### config.mk
export PLATFORM = sky130hd
export DESIGN_NAME = mxa_csr_bank
export DESIGN_NICKNAME = d
export VERILOG_FILES = /design/src/rtl/mxa_csr_pkg.sv /design/src/rtl/mxa_word_reg.sv /design/src/rtl/mxa_ctl_status.sv /design/src/rtl/mxa_rd_mux.sv /design/src/rtl/mxa_csr_bank.sv
export SDC_FILE = /design/constraint.sdc
export NUM_CORES = 1
export LEC_CHECK = 0
export BUFFER_PORTS_ARGS = -buffer_cell sky130_fd_sc_hd__buf_2
export CORE_ASPECT_RATIO = 1.1
export CORE_UTILIZATION = 50
export CTS_CLUSTER_DIAMETER = 30
export CTS_CLUSTER_SIZE = 24
export DETAILED_ROUTE_END_ITERATION = 12
export GPL_ROUTABILITY_DRIVEN = 0
export GPL_TIMING_DRIVEN = 0
export PLACE_DENSITY = 0.85
export SYNTH_ARGS = -nofsm -noshare
export SYNTH_HDL_FRONTEND = slang
export SYNTH_SLANG_ARGS = --single-unit
### constraint.sdc
create_clock -name clk -period 2.8 [get_ports clk]
set_clock_uncertainty 0.2 [all_clocks]
set_input_delay 0.42 -clock clk [delete_from_list [all_inputs] [get_ports clk]]
set_output_delay 0.42 -clock clk [all_outputs]
set_load 0.01 [all_outputs]
### src/rtl/mxa_csr_pkg.sv
// Package: word indices and shared constants of the adapter register bank.
// Assumes a 16-bit register word split into two byte lanes.
package mxa_csr_pkg;
    localparam int WORD_W  = 16;
    localparam int HALF_W  = WORD_W / 2;
    localparam int SEL_W   = 3;
    localparam int EXT_W   = 6;
    localparam int ADDR_W  = WORD_W + EXT_W;
    localparam int FUNC_W  = 5;
    localparam int ERR2_W  = 8;
    localparam int ERR3_W  = 5;

    localparam logic [SEL_W-1:0] SEL_CTL1 = 3'd0;
    localparam logic [SEL_W-1:0] SEL_WCNT = 3'd1;
    localparam logic [SEL_W-1:0] SEL_BADR = 3'd2;
    localparam logic [SEL_W-1:0] SEL_CTL2 = 3'd3;
    localparam logic [SEL_W-1:0] SEL_DBUF = 3'd4;
    localparam logic [SEL_W-1:0] SEL_AEXT = 3'd5;
    localparam logic [SEL_W-1:0] SEL_CTL3 = 3'd6;

    // lowest function code that moves data
    localparam logic [FUNC_W-1:0] XFER_FUNC_MIN = 5'o24;
endpackage

### src/rtl/mxa_word_reg.sv
// Module: plain data word with byte-lane writes, a side load and a clear.
// Assumes W is even; bits set in ZERO_MASK never store a one.
module mxa_word_reg #(
    parameter int W = 16,
    parameter logic [W-1:0] ZERO_MASK = '0
) (
    input  logic         clk,
    input  logic         rst_n,
    input  logic         clr,
    input  logic         wr_lo,
    input  logic         wr_hi,
    input  logic [W-1:0] wdata,
    input  logic         ld,
    input  logic [W-1:0] ld_data,
    output logic [W-1:0] q
);
    localparam int H = W / 2;

    // storage: clear, then side load, then per-lane bus write
    always_ff @(posedge clk) begin
        if (!rst_n || clr) begin
            q <= '0;
        end else if (ld) begin
            q <= ld_data & ~ZERO_MASK;
        end else begin
            if (wr_lo) q[H-1:0] <= wdata[H-1:0] & ~ZERO_MASK[H-1:0];
            if (wr_hi) q[W-1:H] <= wdata[W-1:H] & ~ZERO_MASK[W-1:H];
        end
    end

    // masked bits never hold a one
    p_mask_zero_r2: assert property (@(posedge clk) disable iff (!rst_n)
        (q & ZERO_MASK) == '0);

    // a high-lane-only write keeps the low byte
    p_lo_kept_r3: assert property (@(posedge clk) disable iff (!rst_n)
        (wr_hi && !wr_lo && !ld && !clr) |=> q[H-1:0] == $past(q[H-1:0]));

    // a low-lane-only write keeps the high byte
    p_hi_kept_r3: assert property (@(posedge clk) disable iff (!rst_n)
        (wr_lo && !wr_hi && !ld && !clr) |=> q[W-1:H] == $past(q[W-1:H]));
endmodule

### src/rtl/mxa_ctl_status.sv
// Module: command, unit/error, extension and secondary status words.
// Holds the state whose writes have side effects: transfer-start checks,
// error clearing, DONE-gated extension writes, shared enable bit and
// the whole-bank clear. Assumes a single word is selected per cycle.
module mxa_ctl_status
    import mxa_csr_pkg::*;
(
    input  logic              clk,
    input  logic              rst_n,
    input  logic              bus_wr,
    input  logic [SEL_W-1:0]  bus_sel,
    input  logic [1:0]        bus_be,
    input  logic [WORD_W-1:0] bus_wdata,
    input  logic              done_set,
    input  logic              exc_set,
    input  logic              attn,
    input  logic [ERR2_W-1:0] err2_set,
    input  logic [ERR3_W-1:0] err3_set,
    input  logic              int_ack,
    input  logic              dma_ld,
    input  logic [EXT_W-1:0]  dma_ext,
    output logic              soft_clr,
    output logic [WORD_W-1:0] ctl1_rd,
    output logic [WORD_W-1:0] ctl2_rd,
    output logic [WORD_W-1:0] ctl3_rd,
    output logic [WORD_W-1:0] aext_rd,
    output logic [EXT_W-1:0]  ext_q,
    output logic              drv_wr,
    output logic [5:0]        drv_cmd,
    output logic [2:0]        unit,
    output logic              inhibit,
    output logic              ie,
    output logic              done,
    output logic              sc
);
    logic              tre_q, pat_q;
    logic [ERR2_W-1:0] err2_q, err2_d;
    logic [ERR3_W-1:0] err3_q, err3_d;
    logic [3:0]        ipck_q;
    logic              w1_lo, w1_hi, w2_lo, w2_hi, wext, w3;
    logic              is_xfer, pge_hit, accept, xfer_ok, err_clr, tre_rd;

    // decode of the selected word and byte lanes
    assign w1_lo = bus_wr && bus_sel == SEL_CTL1 && bus_be[0];
    assign w1_hi = bus_wr && bus_sel == SEL_CTL1 && bus_be[1];
    assign w2_lo = bus_wr && bus_sel == SEL_CTL2 && bus_be[0];
    assign w2_hi = bus_wr && bus_sel == SEL_CTL2 && bus_be[1];
    assign wext  = bus_wr && bus_sel == SEL_AEXT && bus_be[0];
    assign w3    = bus_wr && bus_sel == SEL_CTL3 && bus_be[0];

    // command classification: transfer start, refusal, error clear
    assign is_xfer  = bus_wdata[0] && (bus_wdata[5:1] >= XFER_FUNC_MIN);
    assign pge_hit  = w1_lo && is_xfer && !done;
    assign accept   = w1_lo && !pge_hit;
    assign xfer_ok  = accept && is_xfer;
    assign err_clr  = w1_hi && bus_wdata[14];
    assign soft_clr = w2_lo && bus_wdata[5];

    // next error flags of the unit/error word
    always_comb begin
        err2_d = err2_q;
        if (err_clr || xfer_ok) err2_d = '0;
        if (w2_hi) begin
            err2_d[1] = bus_wdata[9];
            err2_d[5] = bus_wdata[13];
        end
        err2_d = err2_d | err2_set;
        if (pge_hit) err2_d[2] = 1'b1;
    end

    // next write-check flags of the secondary status word
    always_comb begin
        err3_d = err3_q;
        if (err_clr || xfer_ok) err3_d = '0;
        err3_d = err3_d | err3_set;
    end

    // state update: reset/clear first, then events and bus writes
    always_ff @(posedge clk) begin
        if (!rst_n || soft_clr) begin
            ie      <= 1'b0;
            done    <= 1'b1;
            tre_q   <= 1'b0;
            ext_q   <= '0;
            unit    <= '0;
            inhibit <= 1'b0;
            pat_q   <= 1'b0;
            err2_q  <= '0;
            err3_q  <= '0;
            ipck_q  <= '0;
            drv_wr  <= 1'b0;
            drv_cmd <= '0;
        end else begin
            if (int_ack)    ie <= 1'b0;
            else if (w1_lo) ie <= bus_wdata[6];
            else if (w3)    ie <= bus_wdata[6];

            if (done_set || exc_set) done <= 1'b1;
            else if (xfer_ok)        done <= 1'b0;

            if (exc_set)                 tre_q <= 1'b1;
            else if (err_clr || xfer_ok) tre_q <= 1'b0;

            if (dma_ld)              ext_q      <= dma_ext;
            else if (wext)           ext_q      <= bus_wdata[EXT_W-1:0];
            else if (w1_hi && done)  ext_q[1:0] <= bus_wdata[9:8];

            if (w2_lo) begin
                unit    <= bus_wdata[2:0];
                inhibit <= bus_wdata[3];
                pat_q   <= bus_wdata[4];
            end
            if (w3) ipck_q <= bus_wdata[3:0];

            err2_q <= err2_d;
            err3_q <= err3_d;
            drv_wr <= accept;
            if (accept) drv_cmd <= bus_wdata[5:0];
        end
    end

    // read images of the four words
    assign tre_rd  = tre_q || (|err2_q);
    assign sc      = tre_rd || attn;
    assign ctl1_rd = {sc, tre_rd, 4'b0000, ext_q[1:0], done, ie, 6'b000000};
    assign ctl2_rd = {err2_q, 2'b11, 1'b0, pat_q, inhibit, unit};
    assign ctl3_rd = {err3_q, 4'b0000, ie, 2'b00, ipck_q};
    assign aext_rd = {{(WORD_W-EXT_W){1'b0}}, ext_q};

    // refused start logs program error and sends nothing
    p_refuse_start_r4: assert property (@(posedge clk) disable iff (!rst_n)
        pge_hit |=> err2_q[2] && !drv_wr);

    // accepted transfer drops DONE unless an event sets it back
    p_start_busy_r5: assert property (@(posedge clk) disable iff (!rst_n)
        (xfer_ok && !done_set && !exc_set) |=> !done && drv_wr);

    // error clear with no new events leaves no error state
    p_err_clear_r6: assert property (@(posedge clk) disable iff (!rst_n)
        (err_clr && err2_set == '0 && err3_set == '0 && !exc_set)
        |=> err2_q == '0 && err3_q == '0 && !tre_q);

    // extension bits hold while busy
    p_ext_gate_r7: assert property (@(posedge clk) disable iff (!rst_n)
        (w1_hi && !done && !dma_ld) |=> $stable(ext_q[1:0]));

    // acknowledge drops the enable
    p_ack_drops_ie_r8: assert property (@(posedge clk) disable iff (!rst_n)
        int_ack |=> !ie);

    // bank clear returns to the idle state
    p_soft_clear_r1: assert property (@(posedge clk) disable iff (!rst_n)
        soft_clr |=> done && err2_q == '0 && !drv_wr);
endmodule

### src/rtl/mxa_rd_mux.sv
// Module: read multiplexer of the seven register words.
// Assumes an unused index reads zero.
module mxa_rd_mux
    import mxa_csr_pkg::*;
(
    input  logic              clk,
    input  logic              rst_n,
    input  logic [SEL_W-1:0]  sel,
    input  logic [WORD_W-1:0] ctl1,
    input  logic [WORD_W-1:0] wcnt,
    input  logic [WORD_W-1:0] badr,
    input  logic [WORD_W-1:0] ctl2,
    input  logic [WORD_W-1:0] dbuf,
    input  logic [WORD_W-1:0] aext,
    input  logic [WORD_W-1:0] ctl3,
    output logic [WORD_W-1:0] rdata
);
    // word select
    always_comb begin
        unique case (sel)
            SEL_CTL1: rdata = ctl1;
            SEL_WCNT: rdata = wcnt;
            SEL_BADR: rdata = badr;
            SEL_CTL2: rdata = ctl2;
            SEL_DBUF: rdata = dbuf;
            SEL_AEXT: rdata = aext;
            SEL_CTL3: rdata = ctl3;
            default:  rdata = '0;
        endcase
    end

    // ready bits of the unit/error word read as ones
    p_ready_bits_r9: assert property (@(posedge clk) disable iff (!rst_n)
        (sel == SEL_CTL2) |-> rdata[7:6] == 2'b11);

    // both images of the enable agree
    p_ie_mirror_r8: assert property (@(posedge clk) disable iff (!rst_n)
        ctl1[6] == ctl3[6]);
endmodule

### src/rtl/mxa_csr_bank.sv
// Module: top of the adapter register bank. Instantiates the three plain
// data words, the control/status logic and the read multiplexer.
// Assumes synchronous active-low reset and one word access per cycle.
module mxa_csr_bank
    import mxa_csr_pkg::*;
(
    input  logic              clk,
    input  logic              rst_n,
    input  logic              bus_wr_i,
    input  logic [SEL_W-1:0]  bus_sel_i,
    input  logic [1:0]        bus_be_i,
    input  logic [WORD_W-1:0] bus_wdata_i,
    output logic [WORD_W-1:0] bus_rdata_o,
    input  logic              done_set_i,
    input  logic              exc_set_i,
    input  logic              attn_i,
    input  logic [ERR2_W-1:0] err2_set_i,
    input  logic [ERR3_W-1:0] err3_set_i,
    input  logic              int_ack_i,
    input  logic              dma_ld_i,
    input  logic [WORD_W-1:0] dma_wc_i,
    input  logic [ADDR_W-1:0] dma_addr_i,
    output logic              drv_wr_o,
    output logic [5:0]        drv_cmd_o,
    output logic [2:0]        unit_o,
    output logic              inhibit_o,
    output logic [WORD_W-1:0] wc_o,
    output logic [ADDR_W-1:0] addr_o,
    output logic              ie_o,
    output logic              done_o,
    output logic              sc_o
);
    localparam int N_WREG = 3;

    logic              soft_clr;
    logic [WORD_W-1:0] wq [N_WREG];
    logic [WORD_W-1:0] ctl1_rd, ctl2_rd, ctl3_rd, aext_rd;
    logic [EXT_W-1:0]  ext_q;

    // plain data words: count, address, buffer
    for (genvar g = 0; g < N_WREG; g++) begin : g_wreg
        localparam logic [SEL_W-1:0]  MY_SEL = (g == 0) ? SEL_WCNT :
                                               (g == 1) ? SEL_BADR : SEL_DBUF;
        localparam logic [WORD_W-1:0] ZMASK  = (g == 1) ? 16'h0001 : 16'h0000;
        logic              hit;
        logic [WORD_W-1:0] ldv;
        assign hit = bus_wr_i && (bus_sel_i == MY_SEL);
        assign ldv = (g == 0) ? dma_wc_i :
                     (g == 1) ? dma_addr_i[WORD_W-1:0] : '0;
        mxa_word_reg #(.W(WORD_W), .ZERO_MASK(ZMASK)) u_word (
            .clk    (clk),
            .rst_n  (rst_n),
            .clr    (soft_clr),
            .wr_lo  (hit && bus_be_i[0]),
            .wr_hi  (hit && bus_be_i[1]),
            .wdata  (bus_wdata_i),
            .ld     (dma_ld_i && (g != 2)),
            .ld_data(ldv),
            .q      (wq[g])
        );
    end

    mxa_ctl_status u_ctl (
        .clk      (clk),
        .rst_n    (rst_n),
        .bus_wr   (bus_wr_i),
        .bus_sel  (bus_sel_i),
        .bus_be   (bus_be_i),
        .bus_wdata(bus_wdata_i),
        .done_set (done_set_i),
        .exc_set  (exc_set_i),
        .attn     (attn_i),
        .err2_set (err2_set_i),
        .err3_set (err3_set_i),
        .int_ack  (int_ack_i),
        .dma_ld   (dma_ld_i),
        .dma_ext  (dma_addr_i[ADDR_W-1:WORD_W]),
        .soft_clr (soft_clr),
        .ctl1_rd  (ctl1_rd),
        .ctl2_rd  (ctl2_rd),
        .ctl3_rd  (ctl3_rd),
        .aext_rd  (aext_rd),
        .ext_q    (ext_q),
        .drv_wr   (drv_wr_o),
        .drv_cmd  (drv_cmd_o),
        .unit     (unit_o),
        .inhibit  (inhibit_o),
        .ie       (ie_o),
        .done     (done_o),
        .sc       (sc_o)
    );

    mxa_rd_mux u_mux (
        .clk  (clk),
        .rst_n(rst_n),
        .sel  (bus_sel_i),
        .ctl1 (ctl1_rd),
        .wcnt (wq[0]),
        .badr (wq[1]),
        .ctl2 (ctl2_rd),
        .dbuf (wq[2]),
        .aext (aext_rd),
        .ctl3 (ctl3_rd),
        .rdata(bus_rdata_o)
    );

    // DMA-facing copies of count and address
    assign wc_o   = wq[0];
    assign addr_o = {ext_q, wq[1]};

    // address output always carries an even word address
    p_addr_even_r11: assert property (@(posedge clk) disable iff (!rst_n)
        addr_o[0] == 1'b0);
endmodule

[Word-level counts from Yosys, hierarchy flattened]
Index checks and enable logic that the tools add are counted.
Storage, ports and cells
  bits in registers: 85
  bits of input ports: 80
  output and inout bits: 68
Cells by class
  order comparisons: 1
  eq/ne operators: 6
  mux-type cells: 20
  bitwise gates (word level): 2
  reductions and logical operators: 47
Operators by type and width (count)
  16-bit one-hot mux with 7 select lines: 1
  8-bit two-way mux: 5
  16-bit two-way mux: 2
  1-bit logical AND: 27
  2-bit nonzero test: 7
  3-bit == test (second input constant): 3
  8-bit bitwise OR: 1
  8-bit OR reduction: 1
  1-bit two-way mux: 7
  3-bit by 2-bit == test with 1-bit output (second input constant): 2
  6-bit two-way mux: 1
  5-bit greater-or-equal comparator (second input constant): 1
  1-bit logical OR: 5
  5-bit two-way mux: 1
  5-bit bitwise OR: 1
  2-bit two-way mux: 2
  4-bit two-way mux: 1
  2-bit OR reduction: 2
  3-bit by 1-bit == test with 1-bit output (second input constant): 1
  1-bit logical NOT: 3
  3-bit logical NOT: 1
  3-bit nonzero test: 1

[Depth between registers and ports, before layout]
  depth after elaboration: 13
  mapped depth: 6
  depth with buffers taken out: 4

[Cells and area by module]
Synthesis repeated with hierarchy kept, for this count alone.
Second synthesis, totals
  cells, all modules: 588
  area total of the unflattened synthesis: 5527.8 sq um
Modules (own cells, without submodules)
  mxa_ctl_status: times used 1, cells each 222, area each 1980.6 sq um
  mxa_word_reg (g_wreg[0].u_word ...): times used 2, cells each 72, area each 817.0 sq um
  mxa_rd_mux: times used 1, cells each 141, area each 1063.5 sq um
  mxa_word_reg (g_wreg[1].u_word): times used 1, cells each 69, area each 778.2 sq um
  mxa_csr_bank: times used 1, cells each 12, area each 71.3 sq um

[Least setup slack after synthesis]
Ideal clock, no wire load.
  kind: input -> output
  from: input bus_sel_i[2]
  to: output bus_rdata_o[0]
  arrival: 1.470 ns
  path slack: 0.710 ns
  cell stages on the path: 5
  cell sequence: buf_4 buf_4 mux2_1 a221oi_1 nor2_1
Between the ends
  word-level cells in the longest chain between the ends: 2
  elaborated cells between the ends (all ways): 8
RTL lines
  start: declaration: line mxa_csr_bank.sv:10  | input logic [SEL_W-1:0] bus_sel_i,
  3-bit == test, or another cell as far along: line mxa_rd_mux.sv:20  | unique case (sel)
  16-bit one-hot mux with 7 select lines (*): line mxa_rd_mux.sv:20
  end: declaration: line mxa_csr_bank.sv:13  | output logic [WORD_W-1:0] bus_rdata_o,
Mark *: on every way between the ends. The rest lies on a longest branch, timed or not.

[Worst setup path after layout]
  from: input bus_sel_i[0]
  to: output bus_rdata_o[2]
The elaborated chain is that of the path after synthesis.

==> metrics.md <==
| Metric | Value |
|---|---|
| Status | `finished clean` |
| Critical Path End Type | `output port` |
| Mean number of vias per cell | `about 6` |
| Final worst path period share | `a little over nine tenths` |
| Number of synthesized flops with an enable pin | `0` |
| Actual slew at the worst max-slew pin | `~0.67 ns` |
| Antenna violations before repair | `0` |
| Largest net degree at the start of global routing | `15` |
| Diodes inserted | `0` |
| Fmax | `between 0.3 and 0.4 GHz` |
| Worst EP arrival | `roughly 2.0 ns` |
| Fin area | `0.00523 mm^2` |
| Routed length per instance | `19.3 um` |
| Post-Syn Nets | `529` |
| Postcts setup bufs | `0` |
| FF-to-FF End | `u_ctl.ext_q[0]$_SDFFE_PP0P_` |
| Sequential area share after synthesis | `around two fifths` |
| Simple-Gate Fraction of Synth Area | `between 10% and 20%` |
| Chip height | `97.8 um` |
| Starting Density | `52.1%` |
| Maximum clock path buffer count | `2` |
| Synth Area in XOR/XNOR | `0%` |
| Synth Cell Area | `approximately 0.0042 mm^2` |
| Worst-path clk slew | `around 0.08 ns` |
| Slowest-stage cell, CP | `clkbuf_1` |
| Post-CTS Resized | `0` |
| WL final | `about 14000 um` |
| Mux contribution to synthesized area | `around a fifth` |
| Post-Route Hold Slack | `about 0.015 ns` |
| CP required | `2.18 ns` |
| Rel. slew slack | `between 50 and 60%` |
| Share of the synthesized area in the top cell type | `between 40 and 50%` |
| Area occupied by multi-input gates | `approximately 0.0023 mm^2` |
| Area leader, netlist | `dfxtp_1` |
| Total leakage power | `approximately 0.0023 uW` |
| # DRC | `0` |
| CP max stage delay | `0.43 ns` |
| CP max FO | `10` |
| Vias in the first global route | `about 4000` |
| Die X | `89.1 um` |
| Cts bufs inserted | `9` |
| GRT Util Overall | `31.9%` |
| Post-synthesis average cell area | `about 9.3 um^2` |
| Clock Latency Late Sink | `roughly 0.36 ns` |
| Synthesis-to-layout area growth | `25.6%` |
| Register bit total from synthesis | `85` |
| Post-synthesis compound-gate area fraction | `between 20% and 30%` |
| Vias | `4307` |
| Setup TNS Final | `0 ns` |
| Dpl hpwl | `10300 um` |
| Peak supply drop | `0.260 mV` |
| Core area | `between 0.007 and 0.008 mm^2` |
| P per Cell Area | `between 500 and 600 mW/mm^2` |
| Worst Setup SP | `bus_sel_i[0]` |
| Max Cap Viol | `0` |
| Placement Setup Slack | `0.208 ns` |
| Top cells by area, synth | `dfxtp_1 (41%), mux2i_1 (18%), a21oi_1 (6.4%)` |
| Unrepaired setup endpoints after global routing | `no` |
| Die area | `0.00871 mm^2` |
| Share of synthesized registers carrying an async set or reset | `0%` |
| Root buffer cell | `clkbuf_8` |
| Ports | `about 150` |
| Most frequent cells after synthesis | `dfxtp_1 (85), mux2i_1 (73), a21oi_1 (53), nor2_1 (44), o21ai_1 (37)` |
| Nets | `684` |
| CTS Sinks | `between 80 and 90` |
| WS Path Type | `in -> out` |
| Fraction of layout cells with a size suffix above 1 | `between 30% and 40%` |
| Fin. Hold Viols | `0` |
| Fillers | `a little under 700` |
| Most frequent cell after synthesis | `dfxtp_1` |
| Synth Area in Adders | `0%` |
| Cell count after synthesis | `between 400 and 500` |
| DP Area | `0.00502 mm^2` |
| FF-to-FF path depth | `4` |
| First-pass GRT wire length | `just over 20000 um` |
| Post-route ant nets | `0` |
| Hold-fix buffers, CTS | `0` |
| H-tree levels | `3` |
| Largest family of logic cells by synthesized area | `compound AO/OA/AOI/OAI gates` |
| Setup crit start kind | `input pin` |
| Min-delay worst type | `in -> reg` |
| Min Tclk post-route | `roughly 2.6 ns` |
| Total grt overflow | `0` |
| DRT iter0 DRCs | `542` |
| Synth cell types | `49` |
| Final worst slack | `0.150 ns` |
| Crit path capture | `bus_rdata_o[2]` |
| Synth Flop Type | `dfxtp_1` |
| FF-to-FF Start | `u_ctl.done$_SDFFE_PP1P_` |
| DR pass1 iterations | `6` |
| Ys Warns | `0` |
| FF/Latch Area | `approximately 0.0017 mm^2` |
| Final Util | `between 60% and 70%` |
| Max-slew violation count | `0` |
| I/O Buffers | `144` |
| R2R Setup Slk | `0.81 ns` |
| Crit-path cells | `buf_2, nor2b_1, clkbuf_1, clkbuf_1, a21oi_1, a21oi_1, buf_2` |
| CTS tree | `done` |
| Floorplan row count | `34` |
| Final number of setup-violating endpoints | `0` |
-- cell usage in the layout, fill, tap and decap left out, types with 2 or more instances in the layout --
cell	synthesis	final
o2bb2ai_1	4	4
nor3_1	7	7
nand2_1	9	9
nand3_1	3	3
buf_1	5	5
nor2b_1	7	7
mux2i_1	73	73
inv_1	4	4
o22ai_1	2	2
nor3_4	6	6
o21ai_0	8	8
a21oi_1	53	53
nor2_2	2	2
a22o_1	12	12
clkbuf_1	11	12
buf_4	7	7
dfxtp_1	85	85
o21ai_1	37	37
nor4_1	2	2
a221oi_1	13	13
nor2_1	44	44
mux2_1	7	7
clkbuf_8	0	11
o31ai_1	3	3
nand2b_4	2	2
a22oi_1	9	9
buf_2	11	155
-- report_power, final --
group	switching, uW	internal [uW]
Clock	450	466
Sequential	59.0	1270
Combinational	282	197
-- through the flow --
stage	power [uW]	std cells
finish	2730	717
CTS	2710	717
global placement	1810	701
floorplan	1600	449
global route	2830	717
detailed placement	1820	701
-- per-layer routing --
layer  vias up  global-route usage [%]  part of all wire [%]  wire length, um
met4         0                    16.1                   4.5              621
met2       307                    49.9                    46             6380
met1      1976                    41.0                    39             5400
li1       1962                       -                     -                -
met5         -                       0                     0                0
met3        62                    7.35                    10             1440
-- cell families after synthesis --
| group | Yosys count |
|---|---|
| mux | 80 |
| buf+inv | 40 |
| flops | 85 |
| simple gates | 92 |
| compound gates | 151 |
| other cells | 1 |
-- state kept, by name, indices dropped and copies added (netlist names), 3 cells and up --
name,flops
g_wreg.u_word.q,47
u_ctl.err2_q,8
u_ctl.drv_cmd,6
u_ctl.ext_q,6
u_ctl.err3_q,5
u_ctl.ipck_q,4
u_ctl.unit,3
-- critical path, delay by kind of cell --
kind / cells / cell delay, ns
and+or+nand+nor: 1 / 0.15
buffers and inverters: 4 / 1.09
AOI/OAI and AO/OA: 2 / 0.37
-- final cells by class --
class	count	share of cell area [%]
well taps	108	2.58
plain buffers	35	3.42
clock inverters	4	1.05
repair buffers	144	13.8
clock buffers	12	2.96
flip-flops and latches	85	32.5
multi-input cells	324	43.3
inverters	5	0.359
-- how the worst min path moves through the flow --
stage,from,to,slack [ns],cells after the start
detailed placement,u_ctl.err3_q[4]$_SDFF_PP0_,u_ctl.err3_q[4]$_SDFF_PP0_,0.26,1
floorplan,u_ctl.err3_q[0]$_SDFF_PP0_,u_ctl.err3_q[0]$_SDFF_PP0_,0.24,1
CTS,int_ack_i,u_ctl.ie$_SDFFE_PP0P_,0.009,2
global placement,u_ctl.err3_q[1]$_SDFF_PP0_,u_ctl.err3_q[1]$_SDFF_PP0_,0.26,1
finish,int_ack_i,u_ctl.ie$_SDFFE_PP0P_,0.01,2
global route,int_ack_i,u_ctl.ie$_SDFFE_PP0P_,0.004,2
Power figures use the tool's default switching activity.
